**config.mk**
```make
export PLATFORM = sky130hd
export DESIGN_NAME = rx_desc_chain
export DESIGN_NICKNAME = d
export VERILOG_FILES = /design/src/rtl/rxchain_pkg.sv /design/src/rtl/rxchain_ctrl.sv /design/src/rtl/rxchain_dpath.sv /design/src/rtl/rx_desc_chain.sv
export SDC_FILE = /design/constraint.sdc
export NUM_CORES = 2
export LEC_CHECK = 0
export CAP_MARGIN = 25
export CELL_PAD_IN_SITES_DETAIL_PLACEMENT = 0
export CELL_PAD_IN_SITES_GLOBAL_PLACEMENT = 1
export CORE_MARGIN = 2
export CORE_UTILIZATION = 50
export CTS_BUF_LIST = sky130_fd_sc_hd__clkbuf_4 sky130_fd_sc_hd__clkbuf_8 sky130_fd_sc_hd__clkbuf_16
export CTS_CLUSTER_SIZE = 14
export DETAILED_ROUTE_END_ITERATION = 8
export HOLD_SLACK_MARGIN = 0.02
export PLACE_DENSITY_LB_ADDON = 0.12
export SLEW_MARGIN = 20
export SYNTH_ARGS = -nofsm -noshare
export SYNTH_HDL_FRONTEND = slang
export SYNTH_SLANG_ARGS = --single-unit
```
**constraint.sdc**
```tcl
create_clock -name clk -period 11.7 [get_ports clk]
set_input_delay 3.51 -clock clk [delete_from_list [all_inputs] [get_ports clk]]
set_output_delay 3.51 -clock clk [all_outputs]
set_load 0.05 [all_outputs]
```
**src/rtl/rxchain_pkg.sv**
```systemverilog
package rxchain_pkg;
  parameter int DESC_NUM  = 8;
  parameter int BUF_BYTES = 16;
  parameter int LEN_W     = 16;
  localparam int IDX_W    = $clog2(DESC_NUM);
  localparam int OFF_W    = $clog2(BUF_BYTES);
  localparam int ADDR_W   = IDX_W + OFF_W;

  // descriptor word layout
  localparam int BIT_EMPTY   = 16;
  localparam int BIT_WRAP    = 17;
  localparam int BIT_INTEN   = 18;
  localparam int BIT_LAST    = 19;
  localparam int BIT_CRCERR  = 20;
  localparam int BIT_TOOLONG = 21;
  localparam int BIT_ABORT   = 22;

  typedef struct packed {
    logic             dataWe;
    logic [IDX_W-1:0] dataIdx;
    logic [OFF_W-1:0] dataOff;
    logic [7:0]       dataByte;
    logic             descWe;
    logic [IDX_W-1:0] descIdx;
    logic [LEN_W-1:0] descLen;
    logic             descLast;
    logic             descCrcErr;
    logic             descTooLong;
    logic             descAbort;
  } strobe_t;
endpackage

```
**src/rtl/rxchain_ctrl.sv**
```systemverilog
module rxchain_ctrl
  import rxchain_pkg::*;
#(
  parameter int THR_W = 4
) (
  input  logic             clk,
  input  logic             rstN,
  input  logic             rxValid,
  input  logic [7:0]       rxByte,
  input  logic             rxEnd,
  input  logic             rxAbort,
  input  logic             rxCrcOk,
  input  logic [LEN_W-1:0] maxLen,
  input  logic [THR_W-1:0] frameThresh,
  input  logic             timeoutPulse,
  input  logic             curEmpty,
  input  logic             curWrap,
  input  logic             curIntEn,
  output logic [IDX_W-1:0] curIdx,
  output strobe_t          stb,
  output logic             busyErr,
  output logic             bufIrq,
  output logic             frameIrq
);
  typedef enum logic [1:0] {ST_IDLE, ST_RUN, ST_DROP} state_t;

  state_t           state, stateN;
  logic             haveBd, haveBdN;
  logic [IDX_W-1:0] idxN, advIdx;
  logic [OFF_W-1:0] byteOff, offN;
  logic [LEN_W-1:0] frameLen, lenN, lenInc;
  logic             tooLong, tlN;
  logic             busyN, bufIrqN, frameDone;
  logic             isByte, isClose, bdOk;
  logic [THR_W-1:0] frameCnt, cntN;
  logic [THR_W:0]   total, effThresh;
  logic             frameIrqN;

  assign isByte  = rxValid & ~rxEnd & ~rxAbort;
  assign isClose = rxEnd | rxAbort;
  assign bdOk    = haveBd | curEmpty;
  assign lenInc  = (&frameLen) ? frameLen : frameLen + 1'b1;
  assign advIdx  = (curWrap || curIdx == IDX_W'(DESC_NUM - 1)) ? '0 : curIdx + 1'b1;

  always_comb begin
    stb       = '0;
    stateN    = state;
    haveBdN   = haveBd;
    idxN      = curIdx;
    offN      = byteOff;
    lenN      = frameLen;
    tlN       = tooLong;
    busyN     = 1'b0;
    bufIrqN   = 1'b0;
    frameDone = 1'b0;
    case (state)
      ST_IDLE, ST_RUN: begin
        if (isByte) begin
          if (!bdOk) begin
            busyN   = 1'b1;
            stateN  = ST_DROP;
            haveBdN = 1'b0;
            offN    = '0;
            lenN    = '0;
            tlN     = 1'b0;
          end else begin
            stateN  = ST_RUN;
            haveBdN = 1'b1;
            lenN    = lenInc;
            if (frameLen >= maxLen) begin
              tlN = 1'b1;
            end else begin
              stb.dataWe   = 1'b1;
              stb.dataIdx  = curIdx;
              stb.dataOff  = byteOff;
              stb.dataByte = rxByte;
              if (byteOff == OFF_W'(BUF_BYTES - 1)) begin
                stb.descWe  = 1'b1;
                stb.descIdx = curIdx;
                stb.descLen = LEN_W'(BUF_BYTES);
                bufIrqN     = curIntEn;
                idxN        = advIdx;
                haveBdN     = 1'b0;
                offN        = '0;
              end else begin
                offN = byteOff + 1'b1;
              end
            end
          end
        end else if (isClose && state == ST_RUN) begin
          if (bdOk) begin
            stb.descWe      = 1'b1;
            stb.descIdx     = curIdx;
            stb.descLen     = frameLen;
            stb.descLast    = 1'b1;
            stb.descCrcErr  = ~rxAbort & ~rxCrcOk;
            stb.descAbort   = rxAbort;
            stb.descTooLong = tooLong;
            idxN            = advIdx;
            frameDone       = 1'b1;
          end else begin
            busyN = 1'b1;
          end
          stateN  = ST_IDLE;
          haveBdN = 1'b0;
          offN    = '0;
          lenN    = '0;
          tlN     = 1'b0;
        end
      end
      ST_DROP: begin
        if (isClose) stateN = ST_IDLE;
      end
      default: stateN = ST_IDLE;
    endcase
  end

  // received-frame batching
  always_comb begin
    total     = {1'b0, frameCnt} + (THR_W+1)'(frameDone);
    effThresh = {1'b0, (frameThresh == '0) ? THR_W'(1) : frameThresh};
    frameIrqN = 1'b0;
    cntN      = total[THR_W-1:0];
    if ((frameDone && total >= effThresh) || (timeoutPulse && total != '0)) begin
      frameIrqN = 1'b1;
      cntN      = '0;
    end
  end

  always_ff @(posedge clk) begin
    if (!rstN) begin
      state    <= ST_IDLE;
      haveBd   <= 1'b0;
      curIdx   <= '0;
      byteOff  <= '0;
      frameLen <= '0;
      tooLong  <= 1'b0;
      frameCnt <= '0;
      busyErr  <= 1'b0;
      bufIrq   <= 1'b0;
      frameIrq <= 1'b0;
    end else begin
      state    <= stateN;
      haveBd   <= haveBdN;
      curIdx   <= idxN;
      byteOff  <= offN;
      frameLen <= lenN;
      tooLong  <= tlN;
      frameCnt <= cntN;
      busyErr  <= busyN;
      bufIrq   <= bufIrqN;
      frameIrq <= frameIrqN;
    end
  end

  AST_STORE_WITHIN_MAX: assert property (@(posedge clk) disable iff (!rstN)
    stb.dataWe |-> (frameLen < maxLen));
  AST_FRAME_IRQ_CLEARS: assert property (@(posedge clk) disable iff (!rstN)
    frameIrq |-> (frameCnt == '0));
  AST_TIMEOUT_IDLE_QUIET: assert property (@(posedge clk) disable iff (!rstN)
    (timeoutPulse && frameCnt == '0 && !frameDone) |=> !frameIrq);
  AST_BUSY_NO_DESC: assert property (@(posedge clk) disable iff (!rstN)
    busyN |-> !stb.descWe);
endmodule

```
**src/rtl/rxchain_dpath.sv**
```systemverilog
module rxchain_dpath
  import rxchain_pkg::*;
(
  input  logic              clk,
  input  logic              rstN,
  input  strobe_t           stb,
  input  logic [IDX_W-1:0]  curIdx,
  output logic              curEmpty,
  output logic              curWrap,
  output logic              curIntEn,
  input  logic              hostWrEn,
  input  logic [IDX_W-1:0]  hostWrIdx,
  input  logic              hostWrEmpty,
  input  logic              hostWrWrap,
  input  logic              hostWrIntEn,
  input  logic [IDX_W-1:0]  hostRdIdx,
  output logic [31:0]       hostRdDesc,
  input  logic [ADDR_W-1:0] hostRdAddr,
  output logic [7:0]        hostRdByte,
  output logic              descWrValid,
  output logic [IDX_W-1:0]  descWrIdx,
  output logic [31:0]       descWrWord
);
  localparam int DATA_DEPTH = DESC_NUM * BUF_BYTES;

  logic [31:0] descRam [DESC_NUM];
  logic [7:0]  dataRam [DATA_DEPTH];
  logic [31:0] oldWord, blockWord, hostWord;

  assign curEmpty   = descRam[curIdx][BIT_EMPTY];
  assign curWrap    = descRam[curIdx][BIT_WRAP];
  assign curIntEn   = descRam[curIdx][BIT_INTEN];
  assign hostRdDesc = descRam[hostRdIdx];
  assign hostRdByte = dataRam[hostRdAddr];
  assign oldWord    = descRam[stb.descIdx];

  always_comb begin
    blockWord               = '0;
    blockWord[LEN_W-1:0]    = stb.descLen;
    blockWord[BIT_WRAP]     = oldWord[BIT_WRAP];
    blockWord[BIT_INTEN]    = oldWord[BIT_INTEN];
    blockWord[BIT_LAST]     = stb.descLast;
    blockWord[BIT_CRCERR]   = stb.descCrcErr;
    blockWord[BIT_TOOLONG]  = stb.descTooLong;
    blockWord[BIT_ABORT]    = stb.descAbort;
    hostWord                = '0;
    hostWord[BIT_EMPTY]     = hostWrEmpty;
    hostWord[BIT_WRAP]      = hostWrWrap;
    hostWord[BIT_INTEN]     = hostWrIntEn;
  end

  always_ff @(posedge clk) begin
    if (!rstN) begin
      for (int i = 0; i < DESC_NUM; i++) descRam[i] <= '0;
      for (int j = 0; j < DATA_DEPTH; j++) dataRam[j] <= '0;
      descWrValid <= 1'b0;
      descWrIdx   <= '0;
      descWrWord  <= '0;
    end else begin
      if (hostWrEn) descRam[hostWrIdx] <= hostWord;
      if (stb.descWe) descRam[stb.descIdx] <= blockWord;
      if (stb.dataWe) dataRam[{stb.dataIdx, stb.dataOff}] <= stb.dataByte;
      descWrValid <= stb.descWe;
      descWrIdx   <= stb.descIdx;
      descWrWord  <= blockWord;
    end
  end

  AST_WRITE_TO_EMPTY: assert property (@(posedge clk) disable iff (!rstN)
    stb.descWe |-> descRam[stb.descIdx][BIT_EMPTY]);
  AST_DATA_TO_EMPTY: assert property (@(posedge clk) disable iff (!rstN)
    stb.dataWe |-> descRam[stb.dataIdx][BIT_EMPTY]);
  AST_EMPTY_CLEARED: assert property (@(posedge clk) disable iff (!rstN)
    descWrValid |-> !descWrWord[BIT_EMPTY]);
  AST_PARTIAL_FULL: assert property (@(posedge clk) disable iff (!rstN)
    (descWrValid && !descWrWord[BIT_LAST]) |-> (descWrWord[LEN_W-1:0] == LEN_W'(BUF_BYTES)));
endmodule

```
**src/rtl/rx_desc_chain.sv**
```systemverilog
module rx_desc_chain
  import rxchain_pkg::*;
#(
  parameter int THR_W = 4
) (
  input  logic              clk,
  input  logic              rstN,
  input  logic              rxValid,
  input  logic [7:0]        rxByte,
  input  logic              rxEnd,
  input  logic              rxAbort,
  input  logic              rxCrcOk,
  input  logic [LEN_W-1:0]  maxLen,
  input  logic [THR_W-1:0]  frameThresh,
  input  logic              timeoutPulse,
  input  logic              hostWrEn,
  input  logic [IDX_W-1:0]  hostWrIdx,
  input  logic              hostWrEmpty,
  input  logic              hostWrWrap,
  input  logic              hostWrIntEn,
  input  logic [IDX_W-1:0]  hostRdIdx,
  output logic [31:0]       hostRdDesc,
  input  logic [ADDR_W-1:0] hostRdAddr,
  output logic [7:0]        hostRdByte,
  output logic              descWrValid,
  output logic [IDX_W-1:0]  descWrIdx,
  output logic [31:0]       descWrWord,
  output logic              busyErr,
  output logic              bufIrq,
  output logic              frameIrq
);
  strobe_t          stb;
  logic [IDX_W-1:0] curIdx;
  logic             curEmpty, curWrap, curIntEn;

  rxchain_ctrl #(.THR_W(THR_W)) u_ctrl (
    .clk(clk), .rstN(rstN), .rxValid(rxValid), .rxByte(rxByte), .rxEnd(rxEnd),
    .rxAbort(rxAbort), .rxCrcOk(rxCrcOk), .maxLen(maxLen), .frameThresh(frameThresh),
    .timeoutPulse(timeoutPulse), .curEmpty(curEmpty), .curWrap(curWrap),
    .curIntEn(curIntEn), .curIdx(curIdx), .stb(stb), .busyErr(busyErr),
    .bufIrq(bufIrq), .frameIrq(frameIrq)
  );

  rxchain_dpath u_dpath (
    .clk(clk), .rstN(rstN), .stb(stb), .curIdx(curIdx), .curEmpty(curEmpty),
    .curWrap(curWrap), .curIntEn(curIntEn), .hostWrEn(hostWrEn), .hostWrIdx(hostWrIdx),
    .hostWrEmpty(hostWrEmpty), .hostWrWrap(hostWrWrap), .hostWrIntEn(hostWrIntEn),
    .hostRdIdx(hostRdIdx), .hostRdDesc(hostRdDesc), .hostRdAddr(hostRdAddr),
    .hostRdByte(hostRdByte), .descWrValid(descWrValid), .descWrIdx(descWrIdx),
    .descWrWord(descWrWord)
  );
endmodule

```
### Word level (Yosys, flattened, before mapping)

Memories as Yosys holds them, arrays and structs flattened. A register that Yosys moved wholly into a read port is not among the register bits.
Index checks and enable logic that the tools add are counted.

| cells by class | value |
|---|---|
| $add $sub $neg | 4 |
| $lt $le $gt $ge | 2 |
| eq/ne operators | 11 |
| multiplexer cells | 68 |
| bitwise operators | 13 |
| reduce and logical (&&, ||, !) cells | 23 |

Operators with widths:

| cell | count |
|---|---|
| $mux 16 | 5 |
| $mux 36 | 2 |
| $mux 24 | 2 |
| $mux 23 | 2 |
| $reduce_or 23->1 | 2 |
| $mux 20 | 2 |
| $mux 40 | 1 |
| $mux 3 | 11 |
| $mux 1 | 29 |
| $mux 4 | 7 |
| $add 16x1->16 const B | 1 |
| $ge 16x16->1 | 1 |
| $reduce_and 16->1 | 1 |
| $ne 3x3->1 const B | 3 |
| $reduce_and 3->1 | 3 |
| $mux 2 | 4 |
| $mux 8 | 1 |
| $not 1->1 | 8 |
| $reduce_or 8->1 | 1 |
| $mux 7 | 1 |
| $reduce_and 2->1 | 3 |
| $reduce_or 6->1 | 1 |
| $add 4x1->5 | 1 |
| $ge 5x4->1 | 1 |
| other kinds (20) | 28 |

| word-level totals | value |
|---|---|
| register bits | 70 |
| bits in writable memories | 1208 |
| output and inout bits | 79 |
| word-level logic and storage cells | 137 |
| memories | 2 |

Memories:

| memory | words | bits a word | rd ports | clocked after memory_dff | wr ports | RTL line | text |
|---|---|---|---|---|---|---|---|
| u_dpath.dataRam | 128 | 8 | 1 | 0 | 128 | rxchain_dpath.sv:27 | `logic [7:0] dataRam [DATA_DEPTH];` |
| u_dpath.descRam | 8 | 23 | 3 | 1 | 8 | rxchain_dpath.sv:26 | `logic [31:0] descRam [DESC_NUM];` |

### Depth between registers and ports, before layout

| depth | value |
|---|---|
| word-level depth | 11 |
| depth in mapped cells | 17 |

### By module

A second synthesis with hierarchy kept.

| second synthesis, totals | value |
|---|---|
| cells, all modules | 3913 |
| area total of the unflattened synthesis | 59239.3 µm² |

By module, submodules not included:

| module | instances | cells an instance | area each (µm²) | seq. area each (µm²) |
|---|---|---|---|---|
| rxchain_dpath | 1 | 3593 | 56738.2 | 36715.2 |
| rxchain_ctrl | 1 | 320 | 2501.1 | 680.7 |

### Worst setup path before layout

Ideal clock, no wire load.

| timing path | value |
|---|---|
| path kind | input port to output port |
| start | in hostRdAddr[0] |
| end | out hostRdByte[0] |
| data arrival time | 6.502 ns |
| data required time | 8.190 ns |
| path slack | 1.688 ns |
| stages | 7 |
| path buffers | 3 |
| path through | clkbuf_1 buf_1 buf_1 mux4_2 mux4_2 mux4_2 mux2_2 |

| on the way | value |
|---|---|
| longest elaborated chain between the ends | 1 |

Ends and longest elaborated chain:

| item | RTL line | text |
|---|---|---|
| start: declaration | rx_desc_chain.sv:23 | `input logic [ADDR_W-1:0] hostRdAddr,` |
| $mem_v2 128x8 | n/a |  |
| end: declaration | rx_desc_chain.sv:24 | `output logic [7:0] hostRdByte,` |

No other way between the ends.

### Final worst setup path

| timing path | value |
|---|---|
| start | in hostRdAddr[0] |
| end | out hostRdByte[4] |

Same word-level chain as after synthesis.

==> summary.txt <==
Status
  – Outcome: finished, final reports clean

CTS
  – Clk_lat worst skew: 750 ps
  – CTS hold repair buffers: 0
  – Max Buffers Root-to-Sink: 3
  – Clock sinks: 1271
  – H-tree levels: 4
  – Post-cts sizing count: 0
  – CTS Buf Count: 138
  – Clk root buf: clkbuf_16
  – Post-CTS setup buffers: 0
  – CTS tree: yes
  – Clk slew on worst S/H paths: 60 ps

Yosys
  – Syn avg cell area: 14.4 sq um
  – Top-area cell type share of the netlist area: 0.643
  – Synth warn: 0
  – Seq/Total Area, Yosys: 0.668
  – Largest cells by area after synthesis: edfxtp_1 (64%), mux4_2 (16%), nor2_1 (8.3%), dfxtp_1 (2.5%), nand2_1 (1.9%)
  – Post-Syn Area: 0.0561 sq mm
  – Syn Inst Count: 3890
  – Yosys reg bits: 1271
  – Async set-reset flop share out of synthesis: 0
  – Dominant synthesized flop cell: edfxtp_1
  – Post-synth top area cell: edfxtp_1
  – Number of synthesized flops with an enable pin: between 1000 and 1500
  – Synth unique cells: between 60 and 70

Worst setup path
  – Worst EP arrival: 7090 ps
  – Worst path most repeated cell: mux4_2
  – Crit-path slowest cell: clkdlybuf4s50_1
  – Worst EP required: 8190 ps
  – CP endpoint kind: primary output
  – Crit path kind: primary input to primary output
  – CP startpoint kind: primary input
  – Largest delay contributor family on the critical path: multiplexers
  – Crit path largest cell delay: 710 ps
  – Cell Chain, Critical Path: buf_8 -> buf_4 -> mux4_2 -> mux4_2 -> mux4_2 -> mux2_2 -> clkdlybuf4s50_1
  – Max FO, Critical Path: 30
  – WP buf/inv: 3

Die
  – Die ar.: around 0.11 sq mm
  – Rows: 122
  – IO Pins: 131
  – Vert. Die Dim: 339 um
  – Initial core utilization: 0.505
  – Die width: 339 um
  – Core Region: 0.111 sq mm

STA
  – Worst Tran Pin Value: 1160 ps
  – Clock Skew: roughly 23 ps
  – Count of pins over their slew limit: 0
  – Minimum clock period: between 10000 and 15000 ps
  – Crit share post-route: 0.906
  – Max Clock Freq: 94.3 MHz
  – Unrepaired setup endpoints after global routing: false
  – Hold Fails Final Rpt: 0
  – Setup TNS: 0 ps
  – Slew HR: 0.217
  – Final Setup Violations: 0

Global routing
  – First-pass GRT wire length: 234 mm
  – GRT Total Usage: 0.282
  – Initial antenna violation count: 3
  – Remaining Overflow, GRT: 0
  – Pin count of the biggest net entering global routing: 69
  – Vias in the first global route: 32700

Route
  – Detailed-route wire length per cell: 29.0 um
  – Pre-antenna DRT Iters: 6
  – Vias per std cell: 6.11
  – # DRC: 0
  – Drt initial violations: 4311
  – Final ANT Viol Nets: 0
  – Total Wirelength: 161 mm
  – Vias post-DR: 33800

Placed design
  – IO buf count: about 110
  – GPL Wtd Cong: 0.872
  – Post-DP HPWL: 106 mm

Power
  – Leak: about 20 nW
  – Pwr dens: 165 mW/mm^2
  – Peak VDD IR: 0.143 mV

Layout
  – Area Growth Syn to Fin: 12.8%
  – Final core utilization: 0.570
  – Nets: approximately 4000
  – Layout cells sized above 1: 0.201
  – Fill count: 8768

Flow run
  – Max cap viols: 0

Hold path
  – Worst min path class: register to register
-- layer usage --
metal,global-route usage,vias to the layer above,part of all wire
li1,-,14400,-
met2,0.450,1622,0.48
met5,0,-,0.000075
met3,0.0464,244,0.079
met1,0.403,17600,0.41
met4,0.0820,2,0.027
-- cell usage after synthesis, types with 2 or more instances --
| master | instances |
|---|---|
| o41ai_1 | 2 |
| and2_1 | 4 |
| o21ai_0 | 24 |
| a22oi_1 | 6 |
| clkbuf_1 | 199 |
| buf_1 | 58 |
| xnor2_1 | 6 |
| nand2_2 | 49 |
| nand3_1 | 47 |
| or3_1 | 9 |
| or4_1 | 2 |
| nor2b_1 | 7 |
| a31oi_1 | 5 |
| nand3b_1 | 7 |
| xor2_1 | 6 |
| nand2_1 | 284 |
| o211a_1 | 2 |
| nor2_1 | 1239 |
| a21boi_0 | 3 |
| o21a_1 | 2 |
| nor3_2 | 12 |
| and3_1 | 15 |
| a211oi_1 | 2 |
| or2_2 | 4 |
| ha_1 | 26 |
| dfxtp_1 | 71 |
| nor4_4 | 7 |
| inv_1 | 36 |
| mux2_2 | 32 |
| mux2i_1 | 10 |
| edfxtp_1 | 1200 |
| a32oi_1 | 2 |
| buf_4 | 23 |
| nor3_1 | 12 |
| a21oi_1 | 32 |
| nor4_1 | 3 |
| mux4_2 | 386 |
| buf_2 | 13 |
| nand2b_1 | 10 |
| o211ai_1 | 3 |
| nand4_1 | 10 |
-- layout by cell type, fill, tap and decap left out, drive strengths merged, types with 9 or more instances in the layout --
cell type / instances
nor2: 1239
edfxtp: 1200
mux4: 386
nand2: 333
clkbuf: 181
clkdlybuf4s50: 104
buf: 83
dfxtp: 71
nand3: 47
inv: 47
clkinv: 39
mux2: 32
a21oi: 32
ha: 26
o21ai: 25
nor3: 24
conb: 19
and3: 15
bufinv: 14
nor4: 11
mux2i: 10
nand2b: 10
nand4: 10
or3: 9
-- sequential cells by signal, indices dropped and copies added (netlist names), 2 cells and up, named ones only --
| register | flops |
|---|---|
| u_dpath.dataRam | 1024 |
| u_dpath.descRam | 184 |
| u_dpath.descWrWord | 22 |
| u_ctrl.frameLen | 16 |
| u_ctrl.byteOff | 4 |
| u_ctrl.frameCnt | 4 |
| u_ctrl.curIdx | 3 |
| u_dpath.descWrIdx | 3 |
| u_ctrl.state | 2 |
-- kinds of logic (layout without fill, tap and decap cells) --
kind of cell,count (synthesis),in the layout,share of synthesized area
AND/OR/NAND/NOR,1726,1726,0.126
flip-flops,1271,1271,0.668
multiplexers,428,428,0.163
buffers and inverters,332,471,0.0242
AO/OA/AOI/OAI,94,94,0.0105
adder cells (fa/ha/maj),26,26,0.00580
XOR/XNOR,12,12,0.00187
other,1,20,0.0000669
-- worst reg2reg max path, cell delays in order, from the launching register on --
cell and delay, ps:
dfxtp_1 430, ha_1 280, nor2b_1 130, o211a_1 210, o311ai_1 480, nand3_1 330
or3_2 930, nor4_4 1030, nand2_1 580, nand2_1 580
-- stage by stage --
step / instance area [sq um] / power (mW) / cells / setup slack [ps] / hold WS (ps)
finish: 63300 / 10.4 / 5536 / 1100 / 474
CTS: 63200 / 10.5 / 5534 / 1070 / 478
detailed placement: 58700 / 6.06 / 5288 / 1080 / 460
global route: 63300 / 10.7 / 5535 / 1000 / 510
global placement: 58600 / 6.06 / 5287 / 1100 / 450
floorplan: 56100 / 5.78 / 3908 / 1690 / 437
-- cell type report --
cell class	count	area (sq um)	area share
antenna	1	2.50	0.0000395
clock inverter	65	717	0.0113
tap	1488	1860	0.0294
inverter	38	143	0.00225
sequential	1271	37500	0.592
clock buffer	181	3860	0.0611
timing repair buffer	187	1790	0.0283
multi-input combinational	2305	17400	0.276
-- worst paths after layout --
path / from / endpoint / slack [ps] / cells after the start
worst max register to register: u_ctrl.frameLen[1]$_SDFFE_PN0P_ / u_dpath.dataRam[14][7]$_SDFFCE_PN0P_ / 6350 / 9
worst max-delay path: hostRdAddr[0] / hostRdByte[4] / 1100 / 7
worst min-delay path: u_ctrl.tooLong$_SDFFE_PN0P_ / u_ctrl.tooLong$_SDFFE_PN0P_ / 470 / 2
worst min register to register: u_ctrl.tooLong$_SDFFE_PN0P_ / u_ctrl.tooLong$_SDFFE_PN0P_ / 470 / 2
-- report_power, final --
part,internal (mW),switching [mW]
Sequential,5.17,0.112
Clock,2.64,1.80
Combinational,0.304,0.386
(Power assumes the default switching activity.)
